[config.mk]
export PLATFORM = sky130hd
export DESIGN_NAME = boot_mapper
export DESIGN_NICKNAME = d
export VERILOG_FILES = /design/src/rtl/boot_pkg.sv /design/src/rtl/boot_ctl_regs.sv /design/src/rtl/boot_mem_map.sv /design/src/rtl/boot_handoff.sv /design/src/rtl/boot_cs_fold.sv /design/src/rtl/boot_mapper.sv
export SDC_FILE = /design/constraint.sdc
export NUM_CORES = 1
export LEC_CHECK = 0
export CELL_PAD_IN_SITES_DETAIL_PLACEMENT = 1
export CELL_PAD_IN_SITES_GLOBAL_PLACEMENT = 1
export CORE_ASPECT_RATIO = 0.7
export CORE_MARGIN = 4
export CORE_UTILIZATION = 28
export CTS_CLUSTER_DIAMETER = 40
export CTS_CLUSTER_SIZE = 12
export DETAILED_ROUTE_END_ITERATION = 12
export PLACE_DENSITY_LB_ADDON = 0.1
export SYNTH_ARGS = -nofsm -noshare
export SYNTH_HDL_FRONTEND = slang
export SYNTH_HIERARCHICAL = 1
export SYNTH_SLANG_ARGS = --single-unit
[constraint.sdc]
create_clock -name clk -period 1.9 [get_ports clk]
set_clock_uncertainty 0.2 [all_clocks]
set_input_delay 0.19 -clock clk [delete_from_list [all_inputs] [get_ports clk]]
set_output_delay 0.19 -clock clk [all_outputs]
set_load 0.01 [all_outputs]
[src/rtl/boot_pkg.sv]
package boot_pkg;
  // Handoff sequence: boot mapping, warm-reset pull, FPGA-owned run mode
  typedef enum logic [1:0] {
    ST_BOOT = 2'd0,
    ST_PULL = 2'd1,
    ST_RUN  = 2'd2
  } hand_st_t;

  // Registered memory-control bundle produced by the map decoder
  typedef struct packed {
    logic [1:0] page;
    logic       rom_n;
    logic       rd_n;
    logic       wr_n;
    logic       fsel;
  } mem_ctl_t;
endpackage

[src/rtl/boot_ctl_regs.sv]
module boot_ctl_regs #(
  parameter int         DW        = 8,
  parameter logic [7:0] CTRL_PORT = 8'h80,
  parameter logic [7:0] MAP_PORT  = 8'h40
) (
  input  logic          clk,
  input  logic          rst,
  input  logic [7:0]    port,
  input  logic [DW-1:0] din,
  input  logic          io_req_n,
  input  logic          rd_n,
  input  logic          wr_n,
  input  logic          stat_in,
  input  logic          ok_in,
  input  logic          run,
  output logic          cfg_ctl,
  output logic          cold_flag,
  output logic          map_ram,
  output logic          map_pg,
  output logic          rd_hit,
  output logic [DW-1:0] rd_data,
  output logic          leave_run
);
  localparam int TOP = DW - 1;

  logic wr_now, wr_seen, wr_pulse, hit_ctrl, hit_map;
  logic unused_mid;

  assign unused_mid = ^din[TOP-1:1];
  assign hit_ctrl   = (port == CTRL_PORT);
  assign hit_map    = (port == MAP_PORT);
  assign wr_now     = !io_req_n && !wr_n;
  assign wr_pulse   = wr_now && !wr_seen;   // one update per write access

  always_ff @(posedge clk) begin
    if (rst) begin
      wr_seen   <= 1'b0;
      cfg_ctl   <= 1'b0;
      cold_flag <= 1'b0;
      map_ram   <= 1'b0;
      map_pg    <= 1'b0;
    end else begin
      wr_seen <= wr_now;
      if (wr_pulse && hit_ctrl) begin
        cfg_ctl <= din[0];
        if (din[TOP]) cold_flag <= 1'b1;   // sticky until cold reset
      end
      if (wr_pulse && hit_map) begin
        map_ram <= din[TOP];
        map_pg  <= din[0];
      end
    end
  end

  assign leave_run = run && wr_pulse && hit_ctrl && !din[0];

  always_comb begin
    rd_hit  = !io_req_n && !rd_n && (hit_ctrl || hit_map);
    rd_data = '0;
    if (hit_ctrl) begin
      rd_data[TOP] = stat_in;
      rd_data[0]   = ok_in;
    end else if (hit_map) begin
      rd_data[TOP] = cold_flag;
    end
  end

  // once set, the cold flag never drops without reset
  a_r3_flag_sticky: assert property (@(posedge clk) disable iff (rst)
    cold_flag |=> cold_flag);

  // configuration line follows bit 0 of the write
  a_r2_cfg_follows: assert property (@(posedge clk) disable iff (rst)
    (wr_pulse && hit_ctrl) |=> (cfg_ctl == $past(din[0])));

  // map register changes only on a write to its port
  a_r7_map_hold: assert property (@(posedge clk) disable iff (rst)
    !(wr_pulse && hit_map) |=> ($stable(map_pg) && $stable(map_ram)));
endmodule

[src/rtl/boot_mem_map.sv]
module boot_mem_map
  import boot_pkg::*;
#(
  parameter int FW = 6
) (
  input  logic          clk,
  input  logic          rst,
  input  logic [1:0]    hi_a,     // CPU A15, A14
  input  logic [FW-1:0] mid_a,    // CPU A13..A10, A7, A6
  input  logic [1:0]    sel_a,    // CPU A7, A6
  input  logic          mem_req_n,
  input  logic          io_req_n,
  input  logic          rd_n,
  input  logic          wr_n,
  input  logic          map_ram,
  input  logic          map_pg,
  output mem_ctl_t      ctl,
  output logic [FW-1:0] fwd_a,
  output logic          ram0_req
);
  logic       mem_act, upper, rom_zone;
  logic [1:0] page_nxt;
  mem_ctl_t   ctl_nxt;

  always_comb begin
    mem_act  = !mem_req_n;
    upper    = hi_a[1];
    rom_zone = upper ? !map_ram : !hi_a[0];
    page_nxt = upper ? {map_pg, hi_a[0]} : 2'b00;
    ram0_req = mem_act && !rom_zone;
    ctl_nxt.page  = page_nxt;
    ctl_nxt.rom_n = !(mem_act && rom_zone);
    ctl_nxt.rd_n  = !(mem_act && !rd_n);
    ctl_nxt.wr_n  = !(mem_act && !wr_n);
    ctl_nxt.fsel  = &sel_a;
  end

  always_ff @(posedge clk) begin
    if (rst) begin
      ctl   <= '{page: 2'b00, rom_n: 1'b1, rd_n: 1'b1, wr_n: 1'b1, fsel: 1'b0};
      fwd_a <= '0;
    end else begin
      ctl <= ctl_nxt;
      if (mem_act || !io_req_n) fwd_a <= mid_a;
    end
  end

  // the lowest window always reaches ROM page 0
  a_r6_low_rom: assert property (@(posedge clk) disable iff (rst)
    (!mem_req_n && hi_a == 2'b00) |=> (!ctl.rom_n && ctl.page == 2'b00));

  // FPGA select decode
  a_r5_fsel: assert property (@(posedge clk) disable iff (rst)
    (sel_a == 2'b11) |=> ctl.fsel);

  // forwarded address holds between requests
  a_r8_hold: assert property (@(posedge clk) disable iff (rst)
    (mem_req_n && io_req_n) |=> $stable(fwd_a));
endmodule

[src/rtl/boot_handoff.sv]
module boot_handoff
  import boot_pkg::*;
#(
  parameter int PULL_CYC = 16
) (
  input  logic clk,
  input  logic rst,
  input  logic fin,
  input  logic leave,
  output logic ctl_oe,
  output logic pull,
  output logic run
);
  localparam int CW = $clog2(PULL_CYC + 1);

  hand_st_t st;
  logic [CW-1:0] cnt;
  logic fin_q, fin_rise;

  assign fin_rise = fin && !fin_q;

  always_ff @(posedge clk) begin
    if (rst) begin
      st    <= ST_BOOT;
      cnt   <= '0;
      fin_q <= 1'b0;
    end else begin
      fin_q <= fin;
      unique case (st)
        ST_BOOT: if (fin_rise) begin
          st  <= ST_PULL;
          cnt <= '0;
        end
        ST_PULL: if (cnt == CW'(PULL_CYC - 1)) st <= ST_RUN;
                 else cnt <= cnt + 1'b1;
        ST_RUN:  if (leave) st <= ST_BOOT;
        default: st <= ST_BOOT;
      endcase
    end
  end

  assign ctl_oe = (st == ST_BOOT);
  assign pull   = (st == ST_PULL);
  assign run    = (st == ST_RUN);

  // Checker counter for the pull window length
  logic [CW-1:0] pull_len;
  always_ff @(posedge clk) begin
    if (rst || !pull) pull_len <= '0;
    else              pull_len <= pull_len + 1'b1;
  end

  // pull never exceeds its length and always lasts the full length
  a_r9_pull_bound: assert property (@(posedge clk) disable iff (rst)
    pull |-> (pull_len <= CW'(PULL_CYC - 1)));
  a_r9_pull_full: assert property (@(posedge clk) disable iff (rst)
    $fell(pull) |-> ($past(pull_len) == CW'(PULL_CYC - 1)));
  a_r9_oe_drop: assert property (@(posedge clk) disable iff (rst)
    (ctl_oe && fin_rise) |=> (!ctl_oe && pull));

  // a return request in run mode wins over a new trigger
  a_r13_back: assert property (@(posedge clk) disable iff (rst)
    (run && leave) |=> (ctl_oe && !pull));
endmodule

[src/rtl/boot_cs_fold.sv]
module boot_cs_fold #(
  parameter int NSEL = 4
) (
  input  logic            clk,
  input  logic            rst,
  input  logic            run,
  input  logic [NSEL-1:0] sel_n,
  input  logic            boot_req,
  output logic [NSEL/2-1:0] cs_n,
  output logic            xa,
  output logic            any_nxt
);
  localparam int NCH = NSEL / 2;

  logic [NCH-1:0] act;
  logic [NCH-1:0] cs_nxt;
  logic xa_f, xa_nxt;

  for (genvar j = 0; j < NCH; j++) begin : g_pair
    assign act[j] = !sel_n[2*j] || !sel_n[2*j+1];
  end

  always_comb begin
    xa_f = 1'b0;
    for (int i = NSEL - 1; i >= 0; i--) begin
      if (!sel_n[i]) xa_f = i[0];   // lowest active index wins
    end
    if (run) begin
      cs_nxt = ~act;
      xa_nxt = xa_f;
    end else begin
      cs_nxt    = '1;
      cs_nxt[0] = !boot_req;
      xa_nxt    = 1'b0;
    end
    any_nxt = |(~cs_nxt);
  end

  always_ff @(posedge clk) begin
    if (rst) begin
      cs_n <= '1;
      xa   <= 1'b0;
    end else begin
      cs_n <= cs_nxt;
      xa   <= xa_nxt;
    end
  end

  // outside run mode the second chip and extra line stay idle
  a_r11_boot_quiet: assert property (@(posedge clk) disable iff (rst)
    !run |=> (cs_n[NCH-1] && !xa));

  // a lone select 0 reaches chip 0 with the extra line low
  a_r10_sel0: assert property (@(posedge clk) disable iff (rst)
    (run && sel_n == ~NSEL'(1)) |=> (!cs_n[0] && !xa));
endmodule

[src/rtl/boot_mapper.sv]
module boot_mapper
  import boot_pkg::*;
#(
  parameter int         DW        = 8,
  parameter int         NSEL      = 4,
  parameter int         PULL_CYC  = 16,
  parameter logic [7:0] CTRL_PORT = 8'h80,
  parameter logic [7:0] MAP_PORT  = 8'h40
) (
  input  logic              clk,
  input  logic              rst,
  input  logic [15:0]       cpu_a,
  input  logic [DW-1:0]     cpu_din,
  output logic [DW-1:0]     cpu_dout,
  output logic              cpu_doe,
  input  logic              cpu_mem_req_n,
  input  logic              cpu_io_req_n,
  input  logic              cpu_rd_n,
  input  logic              cpu_wr_n,
  output logic              fpga_cfg_ctl,
  input  logic              fpga_stat_in,
  input  logic              fpga_cfg_ok,
  input  logic              fpga_boot_fin,
  output logic              fpga_sel,
  output logic              ctl_oe,
  output logic [1:0]        mem_page,
  output logic              rom_sel_n,
  output logic              mem_rd_en_n,
  output logic              mem_wr_en_n,
  output logic [5:0]        mem_a_fwd,
  input  logic              ext_rd_en_n,
  input  logic              ext_wr_en_n,
  input  logic [NSEL-1:0]   fpga_ram_sel_n,
  output logic [NSEL/2-1:0] chip_sel_n,
  output logic              chip_xa,
  input  logic [DW-1:0]     mem_din,
  output logic [DW-1:0]     mem_dout,
  output logic              mem_doe,
  output logic              sys_rst_pull
);
  localparam int FW = 6;

  logic          cold_flag, map_ram, map_pg, rd_hit, leave_run;
  logic [DW-1:0] rd_data;
  logic          run, ram0_req, any_nxt;
  logic          oe_act, we_act;
  logic          unused_a;
  mem_ctl_t      ctl;

  assign unused_a = ^cpu_a[9:8];

  boot_ctl_regs #(.DW(DW), .CTRL_PORT(CTRL_PORT), .MAP_PORT(MAP_PORT)) u_regs (
    .clk(clk), .rst(rst), .port(cpu_a[7:0]), .din(cpu_din),
    .io_req_n(cpu_io_req_n), .rd_n(cpu_rd_n), .wr_n(cpu_wr_n),
    .stat_in(fpga_stat_in), .ok_in(fpga_cfg_ok), .run(run),
    .cfg_ctl(fpga_cfg_ctl), .cold_flag(cold_flag), .map_ram(map_ram),
    .map_pg(map_pg), .rd_hit(rd_hit), .rd_data(rd_data), .leave_run(leave_run)
  );

  boot_mem_map #(.FW(FW)) u_map (
    .clk(clk), .rst(rst), .hi_a(cpu_a[15:14]),
    .mid_a({cpu_a[13:10], cpu_a[7:6]}), .sel_a(cpu_a[7:6]),
    .mem_req_n(cpu_mem_req_n), .io_req_n(cpu_io_req_n),
    .rd_n(cpu_rd_n), .wr_n(cpu_wr_n), .map_ram(map_ram), .map_pg(map_pg),
    .ctl(ctl), .fwd_a(mem_a_fwd), .ram0_req(ram0_req)
  );

  boot_handoff #(.PULL_CYC(PULL_CYC)) u_hand (
    .clk(clk), .rst(rst), .fin(fpga_boot_fin), .leave(leave_run),
    .ctl_oe(ctl_oe), .pull(sys_rst_pull), .run(run)
  );

  boot_cs_fold #(.NSEL(NSEL)) u_fold (
    .clk(clk), .rst(rst), .run(run), .sel_n(fpga_ram_sel_n),
    .boot_req(ram0_req), .cs_n(chip_sel_n), .xa(chip_xa), .any_nxt(any_nxt)
  );

  assign mem_page    = ctl.page;
  assign rom_sel_n   = ctl.rom_n;
  assign mem_rd_en_n = ctl.rd_n;
  assign mem_wr_en_n = ctl.wr_n;
  assign fpga_sel    = ctl.fsel;

  // Data bridge: strobes come from the CPU in boot mode, from the memory bus after
  assign oe_act = run ? !ext_rd_en_n : (!cpu_mem_req_n && !cpu_rd_n);
  assign we_act = run ? !ext_wr_en_n : (!cpu_mem_req_n && !cpu_wr_n);

  always_ff @(posedge clk) begin
    if (rst) begin
      mem_doe  <= 1'b0;
      mem_dout <= '0;
      cpu_doe  <= 1'b0;
      cpu_dout <= '0;
    end else begin
      mem_doe  <= any_nxt && we_act;
      mem_dout <= cpu_din;
      cpu_doe  <= rd_hit || (any_nxt && oe_act);
      cpu_dout <= rd_hit ? rd_data : mem_din;
    end
  end

  // a ROM-only access never drives the CPU data bus from memory
  a_r12_rom_no_bridge: assert property (@(posedge clk) disable iff (rst)
    (!run && !cpu_mem_req_n && !cpu_a[14] && !cpu_a[15] && cpu_io_req_n) |=> !cpu_doe);

  // ROM and RAM chip 0 are never selected together in boot mode
  a_r6_excl: assert property (@(posedge clk) disable iff (rst)
    ctl_oe |-> $onehot0({!rom_sel_n, !chip_sel_n[0]}));
endmodule

==> flow_summary_export.csv <==
group,metric,value,unit
sta,worst_pin_slew,601,ps
power,pwr_density_cell,637,nW/um^2
critical_path,endpoint_kind,"flop",
clock_tree,worstSkewPairLatency,290,ps
critical_path,critPathRequiredTime,1930,ps
clock_tree,cts_buffers,5,
sta,fin_crit,1850,ps
critical_path,reg2regPathDepth,6,
route,via_per_inst,4.34,
placed_design,gp_congestion,0.702,
yosys,ys_seq_elements,46,
route,routed_wl,5080,um
yosys,ys_warn_count,6,
global_routing,grt_antenna_before_repair,0,
layout,layout-drive-gt1-share,0.190,
clock_tree,clock-root-buffer,"clkbuf_8",
route,firstDrtPassIters,4,
route,num_vias,1652,
power,leakage,1.25,nW
critical_path,regToRegSetupSlack,50,ps
yosys,synth_edf_count,0,
yosys,syn_inst,187,
global_routing,grt_usage,0.128,
min_path,hold_depth,4,
layout,instances_no_fill,381,
layout,final_nets,338,
sta,hold_viol,0,
floorplanning,rows,24,
min_path,hp-class,"input pin to flop",
power,pwr-share-clk,0.310,
sta,clock.fmax,0.541,GHz
clock_tree,cts.sinks,46,
yosys,post_synth.cell_area_avg,10.3,um^2
yosys,post-synth-top-area-cell,"dfxtp_1",
clock_tree,clock_path_buffers,2,
sta,finalCritPeriodShare,0.973,
sta,rsz0062_at_grt,"false",
floorplanning,dieArea,8270,um^2
run,cap_violations,0,
placed_design,port_buffers,80,
floorplanning,dieHeight,77.3,um
yosys,synthesis.area,1920,um^2
power,intPower,0.00150,W
power,power.switching,0.000454,W
sta,finalSetupViolations,0,
route,drt_iter0_markers,48,
yosys,synth_top_area_share,0.479,
global_routing,grt_max_degree,38,
clock_tree,holdBufCountCts,0,
critical_path,cp-startpoint,"u_hand/cnt[0]",
sta,slew_violations,0,
power,switching_share,0.232,
sta,maxSlewHeadroom,0.599,
clock_tree,cts.clk_slew.worst_paths,80,ps
route,ant_nets,0,
placed_design,post-place-ws,-374,ps
power,pwr-share-comb,0.170,
critical_path,r2r-end,"u_hand/cnt[3]",
power,sequentialPowerShare,0.520,
route,drc,0,
clock_tree,htreeDepth,2,
route,wl_per_cell,13.3,um
floorplanning,design.core.area,6430,um^2
floorplanning,start_util,0.299,
global_routing,grt-ovfl-total,0,
floorplanning,fp.dieW,107,um
yosys,ys.flop_type,"dfxtp_1",
min_path,worstHoldStart,"cpu_a[7]",
sta,setup_slack,51.2,ps
placed_design,dp_hpwl,3930,um
layout,syn_to_final_growth,59.8,%
yosys,ys_top_cells_by_area,"dfxtp_1, mux2i_1, nor2_1, nor2b_1, buf_4",
critical_path,r2r-start,"u_hand/cnt[0]",
yosys,synth_cell_types,44,
critical_path,critPathMaxFanout,5,
global_routing,grt_pass1_wl,8490,um
layout,n_antenna_cell,0,
global_routing,first_global_vias,1647,
critical_path,critPathKind,"flop to flop",
critical_path,arrival,1870,ps
power,vdd_drop_max,0.287,mV
floorplanning,ios,83,
placed_design,placed_cells,372,
status,status,"completed",
yosys,synth.yosys.seq_area_share,0.479,
critical_path,start_kind,"flop",
yosys,synthArstFlopShare,0,
clock_tree,cts_tree,"done",
critical_path,crit_end,"u_hand/cnt[3]",
## flip-flops by register name, indices dropped and copies added, names as in the netlist, 2 cells and up
signal and cells:
u_map/fwd_a 6, u_hand/cnt 5, u_hand/st 2, mem_dout 8, cpu_dout 8, u_map/ctl 6
u_fold/cs_n 2
## metrics by stage
| step | setup TNS [ps] | util | total power, W | cell area (um^2) | hold WS, ps |
|---|---|---|---|---|---|
| global placement | -2630 | 0.454 | 0.00137 | 2920 | 253 |
| global route | 0 | 0.478 | 0.00207 | 3070 | 133 |
| finish | 0 | 0.478 | 0.00195 | 3070 | 136 |
| floorplan | 0 | - | 0.00116 | 1940 | 61.1 |
| detailed placement | -3320 | 0.454 | 0.00137 | 2920 | 261 |
| CTS | 0 | 0.473 | 0.00200 | 3040 | 202 |
## synthesized netlist by cell type, types with 2 or more instances
cell type,n
nand2_1,5
and3_1,3
nor3_1,3
buf_2,3
nand3_1,10
or2b_1,2
buf_6,3
or3_1,4
inv_1,4
a21oi_1,8
buf_4,7
a21bo_1,4
nor2b_1,9
nand3b_1,2
a31oi_1,2
a21oi_2,2
mux2i_1,13
and3b_1,2
nor2_1,18
ha_1,2
a22oi_1,2
dfxtp_1,46
a21bo_2,2
and2b_2,2
nand2b_1,8
nor4_2,2
nor3b_1,2
## layout make-up
cell class | count | area, um^2
clock buffers | 7 | 86.3
clock inverters | 1 | 5.00
fillers | 757 | 3360
inverters | 5 | 18.8
multi-input cells | 128 | 930
flip-flops and latches | 46 | 925
well taps | 91 | 114
repair buffers | 103 | 992
## placed cells by master (no fill, tap or decap), types with 7 or more instances in the layout
master,Yosys,final
clkdlybuf4s50_1,0,71
nand2b_1,8,8
a21oi_1,8,8
nand3_1,10,10
mux2i_1,13,13
dfxtp_1,46,43
nor2b_1,9,9
dlymetal6s2s_1,0,7
nor2_1,18,18
buf_4,7,21
## layer usage
layer	share of wire	wire length, um	GRT usage
met1	0.52	2630	0.190
met2	0.42	2110	0.180
met5	0	0	0
met4	0.0030	15	0.0268
met3	0.065	328	0.0411
## repair_timing
item,CTS,global route
setup buffers,0,0
pin swaps,4,4
endpoints found under the setup margin,12,14
resized for setup,9,13
gates cloned,1,0
hold endpoints to repair,0,0
## power by group through the flow
stage / registers [W] / clock network, W / logic (W)
floorplan: 0.00105 / 0 / 0.000109
global placement: 0.00104 / 0 / 0.000333
detailed placement: 0.00104 / 0 / 0.000334
CTS: 0.00102 / 0.000638 / 0.000340
global route: 0.00102 / 0.000690 / 0.000361
finish: 0.00102 / 0.000606 / 0.000332
## worst min-delay path by stage
stage	to	slack, ps
floorplan	u_regs/wr_seen	60
global placement	u_map/fwd_a[1]	250
detailed placement	u_map/fwd_a[5]	260
CTS	cpu_dout[2]	200
global route	u_map/ctl[0]	130
finish	u_map/ctl[0]	140
## cell families after synthesis
| family | count (synthesis) | share of synthesized area |
|---|---|---|
| simple gates | 82 | 0.272 |
| other cells | 1 | 0.00195 |
| fa+ha+maj | 2 | 0.0130 |
| xor+xnor | 1 | 0.00456 |
| compound gates | 24 | 0.0990 |
| mux | 13 | 0.0677 |
| buf+inv | 18 | 0.0625 |
| flops | 46 | 0.479 |
## critical path, stage by stage, from the launching register on
cell	delay [ps]
dfxtp_2	330
ha_2	180
and3_1	170
ha_2	170
or3b_4	420
a21oi_4	140
mux2i_1	180
Note: power is estimated with default switching activity, not from simulation.
